**src/rtl/evt_intc_pkg.sv**
```systemverilog
package evt_intc_pkg;

  typedef enum logic [2:0] {
    RK_NONE,
    RK_CTRL,
    RK_ACK,
    RK_EOI,
    RK_TOP,
    RK_ENA,
    RK_PEND,
    RK_MAP
  } reg_kind_e;

  typedef struct packed {
    reg_kind_e  kind;
    logic [7:0] word;
  } reg_acc_t;

endpackage

```
**src/rtl/evt_intc_pend.sv**
```systemverilog
module evt_intc_pend #(
  parameter int unsigned NUM_EVT = 64
) (
  input  logic               clk,
  input  logic               rst_n,
  input  logic [NUM_EVT-1:0] evt_in,
  input  logic [NUM_EVT-1:0] clr_vec,
  output logic [NUM_EVT-1:0] evt_rise,
  output logic [NUM_EVT-1:0] pend_q
);

  logic [NUM_EVT-1:0] evt_q;

  assign evt_rise = evt_in & ~evt_q;

  // a fresh edge wins over a simultaneous clear
  always_ff @(posedge clk or negedge rst_n) begin
    if (!rst_n) begin
      evt_q  <= '0;
      pend_q <= '0;
    end else begin
      evt_q  <= evt_in;
      pend_q <= (pend_q & ~clr_vec) | evt_rise;
    end
  end

endmodule

```
**src/rtl/evt_intc_resolve.sv**
```systemverilog
module evt_intc_resolve #(
  parameter int unsigned NUM_EVT   = 64,
  parameter int unsigned NUM_CH    = 10,
  parameter int unsigned MAP_W     = 4,
  parameter int unsigned EVT_IDX_W = 6
) (
  input  logic [NUM_EVT-1:0]       qual,
  input  logic [NUM_EVT*MAP_W-1:0] map_flat,
  input  logic [NUM_CH-1:0]        allow,
  output logic [NUM_CH-1:0]        ch_req,
  output logic                     top_v,
  output logic [EVT_IDX_W-1:0]     top_idx
);

  function automatic logic [EVT_IDX_W-1:0] first_set(input logic [NUM_EVT-1:0] v);
    logic [EVT_IDX_W-1:0] r;
    r = '0;
    for (int i = NUM_EVT - 1; i >= 0; i--) begin
      if (v[i]) r = EVT_IDX_W'(i);
    end
    return r;
  endfunction

  logic [NUM_CH-1:0]    ch_hit;
  logic [EVT_IDX_W-1:0] ch_win [NUM_CH];

  for (genvar c = 0; c < NUM_CH; c++) begin : g_ch
    logic [NUM_EVT-1:0] hit_v;
    for (genvar e = 0; e < NUM_EVT; e++) begin : g_evt
      assign hit_v[e] = qual[e] && (map_flat[e*MAP_W +: MAP_W] == MAP_W'(c));
    end
    assign ch_hit[c] = |hit_v;
    assign ch_win[c] = first_set(hit_v);
  end

  assign ch_req = ch_hit & allow;

  always_comb begin
    top_v   = 1'b0;
    top_idx = '0;
    for (int c = NUM_CH - 1; c >= 0; c--) begin
      if (ch_req[c]) begin
        top_v   = 1'b1;
        top_idx = ch_win[c];
      end
    end
  end

endmodule

```
**src/rtl/evt_intc_nest.sv**
```systemverilog
module evt_intc_nest #(
  parameter int unsigned NUM_CH = 10,
  parameter int unsigned DEPTH  = 10,
  parameter int unsigned LVL_W  = 4,
  parameter int unsigned DEP_W  = 4
) (
  input  logic             clk,
  input  logic             rst_n,
  input  logic             push,
  input  logic [LVL_W-1:0] push_lvl,
  input  logic             pop,
  output logic [LVL_W-1:0] cur_lvl,
  output logic [DEP_W-1:0] depth,
  output logic             push_ok,
  output logic [NUM_CH-1:0] lvl_allow
);

  localparam logic [LVL_W-1:0] LVL_IDLE = LVL_W'(NUM_CH);

  logic [LVL_W-1:0] stk [DEPTH];

  assign push_ok = push && (push_lvl < cur_lvl) && (depth < DEP_W'(DEPTH));

  always_ff @(posedge clk or negedge rst_n) begin
    if (!rst_n) begin
      cur_lvl <= LVL_IDLE;
      depth   <= '0;
      for (int i = 0; i < DEPTH; i++) stk[i] <= LVL_IDLE;
    end else if (push_ok) begin
      stk[depth] <= cur_lvl;
      cur_lvl    <= push_lvl;
      depth      <= depth + 1'b1;
    end else if (pop && depth != '0) begin
      cur_lvl <= stk[depth - 1'b1];
      depth   <= depth - 1'b1;
    end
  end

  for (genvar c = 0; c < NUM_CH; c++) begin : g_allow
    assign lvl_allow[c] = LVL_W'(c) < cur_lvl;
  end

endmodule

```
**src/rtl/evt_intc.sv**
```systemverilog
module evt_intc
  import evt_intc_pkg::*;
#(
  parameter int unsigned EXT_EVT    = 32,
  parameter int unsigned INT_EVT    = 32,
  parameter int unsigned NUM_CH     = 10,
  parameter int unsigned MAP_W      = 4,
  parameter int unsigned DATA_W     = 32,
  parameter int unsigned ADDR_W     = 5,
  parameter int unsigned NEST_DEPTH = 10
) (
  input  logic                 clk,
  input  logic                 rst_n,
  input  logic [EXT_EVT-1:0]   ext_evt,
  input  logic [INT_EVT-1:0]   int_evt,
  input  logic                 reg_wr,
  input  logic [ADDR_W-1:0]    reg_addr,
  input  logic [DATA_W-1:0]    reg_wdata,
  output logic [DATA_W-1:0]    reg_rdata,
  output logic [NUM_CH-1:0]    chan_irq,
  output logic [$clog2(EXT_EVT+INT_EVT)-1:0] top_evt,
  output logic                 top_valid
);

  localparam int unsigned NUM_EVT      = EXT_EVT + INT_EVT;
  localparam int unsigned EVT_IDX_W    = $clog2(NUM_EVT);
  localparam int unsigned LVL_W        = $clog2(NUM_CH + 1);
  localparam int unsigned DEP_W        = $clog2(NEST_DEPTH + 1);
  localparam int unsigned EVT_WORDS    = NUM_EVT / DATA_W;
  localparam int unsigned MAP_PER_WORD = DATA_W / MAP_W;
  localparam int unsigned MAP_WORDS    = NUM_EVT / MAP_PER_WORD;
  localparam int unsigned A_CTRL       = 0;
  localparam int unsigned A_ACK        = 1;
  localparam int unsigned A_EOI        = 2;
  localparam int unsigned A_TOP        = 3;
  localparam int unsigned ENA_BASE     = 4;
  localparam int unsigned PEND_BASE    = ENA_BASE + EVT_WORDS;
  localparam int unsigned MAP_BASE     = PEND_BASE + EVT_WORDS;

  function automatic reg_acc_t decode(input logic [ADDR_W-1:0] a);
    reg_acc_t    r;
    int unsigned ai;
    ai     = int'(a);
    r.kind = RK_NONE;
    r.word = '0;
    if (ai == A_CTRL)      r.kind = RK_CTRL;
    else if (ai == A_ACK)  r.kind = RK_ACK;
    else if (ai == A_EOI)  r.kind = RK_EOI;
    else if (ai == A_TOP)  r.kind = RK_TOP;
    else if (ai >= ENA_BASE && ai < ENA_BASE + EVT_WORDS) begin
      r.kind = RK_ENA;
      r.word = 8'(ai - ENA_BASE);
    end else if (ai >= PEND_BASE && ai < PEND_BASE + EVT_WORDS) begin
      r.kind = RK_PEND;
      r.word = 8'(ai - PEND_BASE);
    end else if (ai >= MAP_BASE && ai < MAP_BASE + MAP_WORDS) begin
      r.kind = RK_MAP;
      r.word = 8'(ai - MAP_BASE);
    end
    return r;
  endfunction

  // named internal events, shared with the bound checker
  reg_acc_t                 acc;
  logic                     gen_en;
  logic [NUM_EVT-1:0]       evt_all;
  logic [NUM_EVT-1:0]       evt_rise;
  logic [NUM_EVT-1:0]       pend_q;
  logic [NUM_EVT-1:0]       clr_vec;
  logic [NUM_EVT-1:0]       ena_q;
  logic [NUM_EVT*MAP_W-1:0] map_q;
  logic [LVL_W-1:0]         cur_lvl;
  logic [DEP_W-1:0]         nest_depth;
  logic                     push_ok;
  logic [NUM_CH-1:0]        lvl_allow;
  logic [NUM_CH-1:0]        ch_req;
  logic                     top_v_d;
  logic [EVT_IDX_W-1:0]     top_idx_d;
  logic                     claim_wr;
  logic                     eoi_wr;

  assign acc      = decode(reg_addr);
  assign evt_all  = {int_evt, ext_evt};
  assign claim_wr = reg_wr && (acc.kind == RK_ACK);
  assign eoi_wr   = reg_wr && (acc.kind == RK_EOI);

  always_comb begin
    clr_vec = '0;
    if (reg_wr && acc.kind == RK_PEND) clr_vec[acc.word*DATA_W +: DATA_W] = reg_wdata;
  end

  always_ff @(posedge clk or negedge rst_n) begin
    if (!rst_n) begin
      gen_en <= 1'b0;
      ena_q  <= '0;
      map_q  <= '1;
    end else if (reg_wr) begin
      case (acc.kind)
        RK_CTRL: gen_en <= reg_wdata[0];
        RK_ENA:  ena_q[acc.word*DATA_W +: DATA_W] <= reg_wdata;
        RK_MAP:  map_q[acc.word*DATA_W +: DATA_W] <= reg_wdata;
        default: ;
      endcase
    end
  end

  evt_intc_pend #(.NUM_EVT(NUM_EVT)) u_pend (
    .clk      (clk),
    .rst_n    (rst_n),
    .evt_in   (evt_all),
    .clr_vec  (clr_vec),
    .evt_rise (evt_rise),
    .pend_q   (pend_q)
  );

  evt_intc_nest #(
    .NUM_CH (NUM_CH),
    .DEPTH  (NEST_DEPTH),
    .LVL_W  (LVL_W),
    .DEP_W  (DEP_W)
  ) u_nest (
    .clk       (clk),
    .rst_n     (rst_n),
    .push      (claim_wr),
    .push_lvl  (reg_wdata[LVL_W-1:0]),
    .pop       (eoi_wr),
    .cur_lvl   (cur_lvl),
    .depth     (nest_depth),
    .push_ok   (push_ok),
    .lvl_allow (lvl_allow)
  );

  evt_intc_resolve #(
    .NUM_EVT   (NUM_EVT),
    .NUM_CH    (NUM_CH),
    .MAP_W     (MAP_W),
    .EVT_IDX_W (EVT_IDX_W)
  ) u_res (
    .qual     (pend_q & ena_q),
    .map_flat (map_q),
    .allow    (gen_en ? lvl_allow : '0),
    .ch_req   (ch_req),
    .top_v    (top_v_d),
    .top_idx  (top_idx_d)
  );

  always_ff @(posedge clk or negedge rst_n) begin
    if (!rst_n) begin
      chan_irq  <= '0;
      top_valid <= 1'b0;
      top_evt   <= '0;
    end else begin
      chan_irq  <= ch_req;
      top_valid <= top_v_d;
      top_evt   <= top_idx_d;
    end
  end

  always_comb begin
    reg_rdata = '0;
    case (acc.kind)
      RK_CTRL: reg_rdata = DATA_W'(gen_en);
      RK_ACK:  reg_rdata = DATA_W'(cur_lvl);
      RK_TOP:  reg_rdata = DATA_W'({top_valid, top_evt});
      RK_ENA:  reg_rdata = ena_q[acc.word*DATA_W +: DATA_W];
      RK_PEND: reg_rdata = pend_q[acc.word*DATA_W +: DATA_W];
      RK_MAP:  reg_rdata = map_q[acc.word*DATA_W +: DATA_W];
      default: reg_rdata = '0;
    endcase
  end

endmodule

```
**config.mk**
```make
export PLATFORM = sky130hd
export DESIGN_NAME = evt_intc
export DESIGN_NICKNAME = d
export VERILOG_FILES = /design/src/rtl/evt_intc_pkg.sv /design/src/rtl/evt_intc_pend.sv /design/src/rtl/evt_intc_resolve.sv /design/src/rtl/evt_intc_nest.sv /design/src/rtl/evt_intc.sv
export SDC_FILE = /design/constraint.sdc
export NUM_CORES = 2
export LEC_CHECK = 0
export BUFFER_PORTS_ARGS = -buffer_cell sky130_fd_sc_hd__buf_4
export CAP_MARGIN = 20
export CORE_ASPECT_RATIO = 1.4
export CORE_MARGIN = 4
export CORE_UTILIZATION = 51
export CTS_CLUSTER_SIZE = 28
export DETAILED_ROUTE_END_ITERATION = 10
export PLACE_DENSITY_LB_ADDON = 0.2
export SYNTH_ARGS = -nofsm -noshare
export SYNTH_HDL_FRONTEND = slang
export SYNTH_SLANG_ARGS = --single-unit
```
**constraint.sdc**
```tcl
create_clock -name clk -period 4.93 [get_ports clk]
set_clock_uncertainty 0.15 [all_clocks]
set_input_delay 0 -clock clk [delete_from_list [all_inputs] [get_ports clk]]
set_output_delay 0 -clock clk [all_outputs]
set_load 0.005 [all_outputs]
```
==> impl_metrics.ini, run 1 <==
[yosys]
synth_xor_area_share_pct = 0.255
synth_top_family_by_area = simple AND/OR/NAND/NOR gates
ys_ff_latch = 514
yosys.area.top_type_share_pct = 17.9
syn_area_sq_um = 40800
synth_compound_area_share_pct = 24.4
ys_seq_area_share_pct = 32.4
synth_area_per_cell_sq_um = 7.98
yosysWarnings = 0
synth_common_cells = nand2_1, nor2_1, o21ai_0, dfstp_2, dfrtp_1
synth_edf_count = 0
netlist_instances = 5106
async_flop_share_pct = 100
synthAdderAreaFrac_pct = 0.645
synthMuxAreaShare_pct = 6.40
yosys.area_share.simple_pct = 31.2
synth_most_common_cell = nand2_1
ys.flop_type = dfstp_2
netlist_top_cells_area = dfstp_2, dfrtp_1, nand2_1
syn_nets = 5231
ys_types = 95
synth.largest_area_cell = dfstp_2

[clocking]
clock_path_buffers = 3
cts_setup_buffers = 0
cts_sinks = 514
cts-buffers-inserted = 50
cts_root_buf = clkbuf_16
cts_resized = 0
hold_buffers = 164
htree_num_levels = 2

[place]
place_ws_ns = -0.0172
dp_hpwl_microns = 208000
place_congestion = 1.28
placed_area_sq_um = 44100
port_buffers = 152

[status]
outcome = aborted with a tool error
error = [ERROR GRT-0116] Global routing finished with congestion. Check the congestion regions in the DRC Viewer.
stop_stage = global routing

[floorplanning]
die_width_microns = 247
start_util_pct = 51.5
num_rows = 122
die_y_microns = 343
io_pins = 153

[global_route]
grt.overflow.total = 554
grt_pass1_wl_microns = 465000
grt_pass1_vias = 57000
grt_util_all_layers_pct = 74.4
grt_max_degree = 151
==> per-layer routing <==
layer / GRT usage [%] / GRT overflow
met5: 16.4 / 0
met1: 74.9 / 1
met3: 57.0 / 3
met2: 92.5 / 301
met4: 74.5 / 249
==> cells by family after synthesis <==
group                      count (synthesis)
AOI/OAI and AO/OA                       1464
xor gates and xnor gates                  11
adders and majority gates                 21
buffers and inverters                    478
DFF                                      514
muxes                                    197
and+or+nand+nor                         2421
==> metrics by stage <==
| stage | util, % | instances |
|---|---|---|
| floorplan | - | 5106 |
| global placement | 55.7 | 6264 |
| detailed placement | 55.7 | 6265 |
| CTS | 59.9 | 6523 |
==> inputs of run 2 (changes only) <==
--- a/config.mk
+++ b/config.mk
@@ -7,12 +7,10 @@
 export LEC_CHECK = 0
 export BUFFER_PORTS_ARGS = -buffer_cell sky130_fd_sc_hd__buf_4
 export CAP_MARGIN = 20
-export CORE_ASPECT_RATIO = 1.4
 export CORE_MARGIN = 4
-export CORE_UTILIZATION = 51
-export CTS_CLUSTER_SIZE = 28
+export CORE_UTILIZATION = 36
 export DETAILED_ROUTE_END_ITERATION = 10
-export PLACE_DENSITY_LB_ADDON = 0.2
+export PLACE_DENSITY_LB_ADDON = 0.15
 export SYNTH_ARGS = -nofsm -noshare
 export SYNTH_HDL_FRONTEND = slang
 export SYNTH_SLANG_ARGS = --single-unit
==> impl_metrics.ini, run 2 <==
[clocking]
htree_num_levels = 2
cts_resized = 0
cts_root_buf = clkbuf_16
cts.clk_slew.worst_paths_ns = 0.06
cts-buffers-inserted = 61
cts_tree = done
cts_sinks = 514
clock_path_buffers = 3
clk_latency_ns = 0.71

[critical_path]
arrival_ns = 5.17
cp-end-kind = flop
rr_startpoint = map_q[197]
crit_family = simple AND/OR/NAND/NOR gates
crit_required_ns = 5.32
critPathMaxStageDelay_ns = 1.13
path_cells = and4b_1, a22oi_1, nand4_1, nor4_1, a31oi_1, buf_4, nor2b_1, nor3b_1, a211o_1, a211o_1
critPathKind = flop to flop
cp.buffers_inverters = 1
path_common_cell = a211o_1
crit_slowest_cell = nor4_1
cp_max_fo = 7
crit-reg2reg-capture = top_evt[2]
reg2reg_slack_ns = 0.15
reg2regPathDepth = 10
critPathLaunchType = flop

[yosys]
yosys.area.top_type_share_pct = 17.9
syn_nets = 5231
ys_ff_latch = 514
syn_area_sq_um = 40800
synth_xor_area_share_pct = 0.255
ys.flop_type = dfstp_2
async_flop_share_pct = 100
synth_edf_count = 0
synth.largest_area_cell = dfstp_2
yosysWarnings = 0
synth_common_cells = nand2_1, nor2_1, o21ai_0, dfstp_2, dfrtp_1
netlist_top_cells_area = dfstp_2, dfrtp_1, nand2_1
synthMuxAreaShare_pct = 6.40
ys_seq_area_share_pct = 32.4
yosys.area_share.simple_pct = 31.2
synth_area_per_cell_sq_um = 7.98
ys_types = 95
synth_most_common_cell = nand2_1
synth_top_family_by_area = simple AND/OR/NAND/NOR gates
synthAdderAreaFrac_pct = 0.645
netlist_instances = 5106
synth_compound_area_share_pct = 24.4

[sta]
fmax_mhz = 209
hold_viol = 0
worst_pin_slew_ns = 1.29
slew_violations = 0
max-slew-margin-rel_pct = 13.0
fin_crit_ns = 4.78
rsz0062_at_grt = no
setup_violations = 0
hold_ws_ns = 0.0170
min_period_over_period_pct = 97.0
fin_tns_setup_ns = 0

[finish]
nets = 5607
final_cell_mix = nand2_1, nor2_1, buf_4
final_common_cell = nand2_1
regMostFlops = map_q
largest_reg_flops = 256
drive_above_1_share_pct = 19.7
fin_util_pct = 43.5
syn2layout_area_growth_pct = 19.9

[route]
drt_iter0_drc = 6674
wl_per_cell_microns = 40.3
num_vias = 47500
dr.pass1.iters = 7
drc_errors = 0
finalWirelength_microns = 283000
via_per_inst = 6.74
ant_nets = 0

[status]
outcome = completed

[min_path]
min_from = ext_evt[3]
worstHoldPathType = input port to flop
hold_path_end = u_pend.pend_q[3]
min_path_cells = 3

[floorplanning]
die_y_microns = 344
io_pins = 153
num_rows = 123
fp.coreArea_sq_um = 112000
die_width_microns = 344
die_area_sq_um = 119000
start_util_pct = 36.2

[global_route]
grt_pass1_wl_microns = 377000
grt_pass1_vias = 44300
grt_max_degree = 124
grt.overflow.total = 0
antenna_found_initial = 16
grt_util_all_layers_pct = 46.3

[place]
dp_hpwl_microns = 230000
port_buffers = 152
place_congestion = 1.15

[run]
maxCapViolCount = 0

[power]
powerDensity_nw_per_um2 = 237
p_leak_uw = 0.0197
peakVddDrop_v = 0.000422
==> run 2: per-stage QoR <==
stage | setup slack, ns | instances | instance area (sq um) | total power, uW
floorplan | 0.246 | 5106 | 40800 | 5550
global placement | 0.311 | 6750 | 45000 | 6450
detailed placement | 0.228 | 6750 | 45000 | 6460
CTS | 0.465 | 7030 | 48800 | 11600
global route | 0.173 | 7035 | 48900 | 11900
finish | 0.148 | 7038 | 48900 | 11600
==> run 2: worst max path at each step <==
stage                     slack (ns)          to  depth (start not counted)         startpoint
after floorplan                 0.25   map_q[67]                         22        reg_addr[3]
after global placement          0.31   map_q[97]                         20        reg_addr[3]
after detailed placement        0.23  map_q[247]                         20        reg_addr[3]
after CTS                       0.46  top_evt[2]                         10         map_q[197]
after global routing            0.17  top_evt[0]                         10  u_pend.pend_q[63]
final                           0.15  top_evt[2]                         10         map_q[197]
==> run 2: worst reg2reg max path, delay by kind of cell, from the launching register on <==
kind	cells	cell delay (ns)
buf+inv	1	0.24
flops	1	0.62
simple gates	5	2.24
compound gates	4	1.38
==> run 2: cell type report <==
type / count / area (sq um)
clock inverters: 32 / 427
well taps: 1500 / 1880
clock buffers: 84 / 1760
fillers: 11500 / 63600
inverters: 189 / 709
flip-flops and latches: 514 / 13200
diodes: 3 / 7.51
multi-input cells: 4114 / 25700
repair buffers: 602 / 5150
==> run 2: where the power goes <==
part	switching [uW]	internal, uW	leakage (uW)	total (uW)
combinational	1330	641	0.0129	1970
clock	2060	2940	0.00107	5000
sequential	235	4390	0.00568	4630
total	3630	7970	0.0197	11600
==> run 2: kinds of logic after synthesis <==
kind of cell,after synthesis
AND/OR/NAND/NOR,2421
AO/OA/AOI/OAI,1464
adder cells (fa/ha/maj),21
buffers and inverters,478
XOR/XNOR,11
flip-flops,514
multiplexers,197
==> run 2: layer usage <==
metal  track usage, %  wire length [microns]
met5                0                     16
met1             55.7                 106000
met2             68.8                 118000
met4             37.3                  29500
met3             13.6                  29800
==> run 2: what timing repair did <==
item                                   in CTS  in global routing
hold buffers                              164                  0
endpoints found under the hold margin     742                  0
setup buffers                               0                  0
Note: power is estimated with default switching activity, not from simulation.
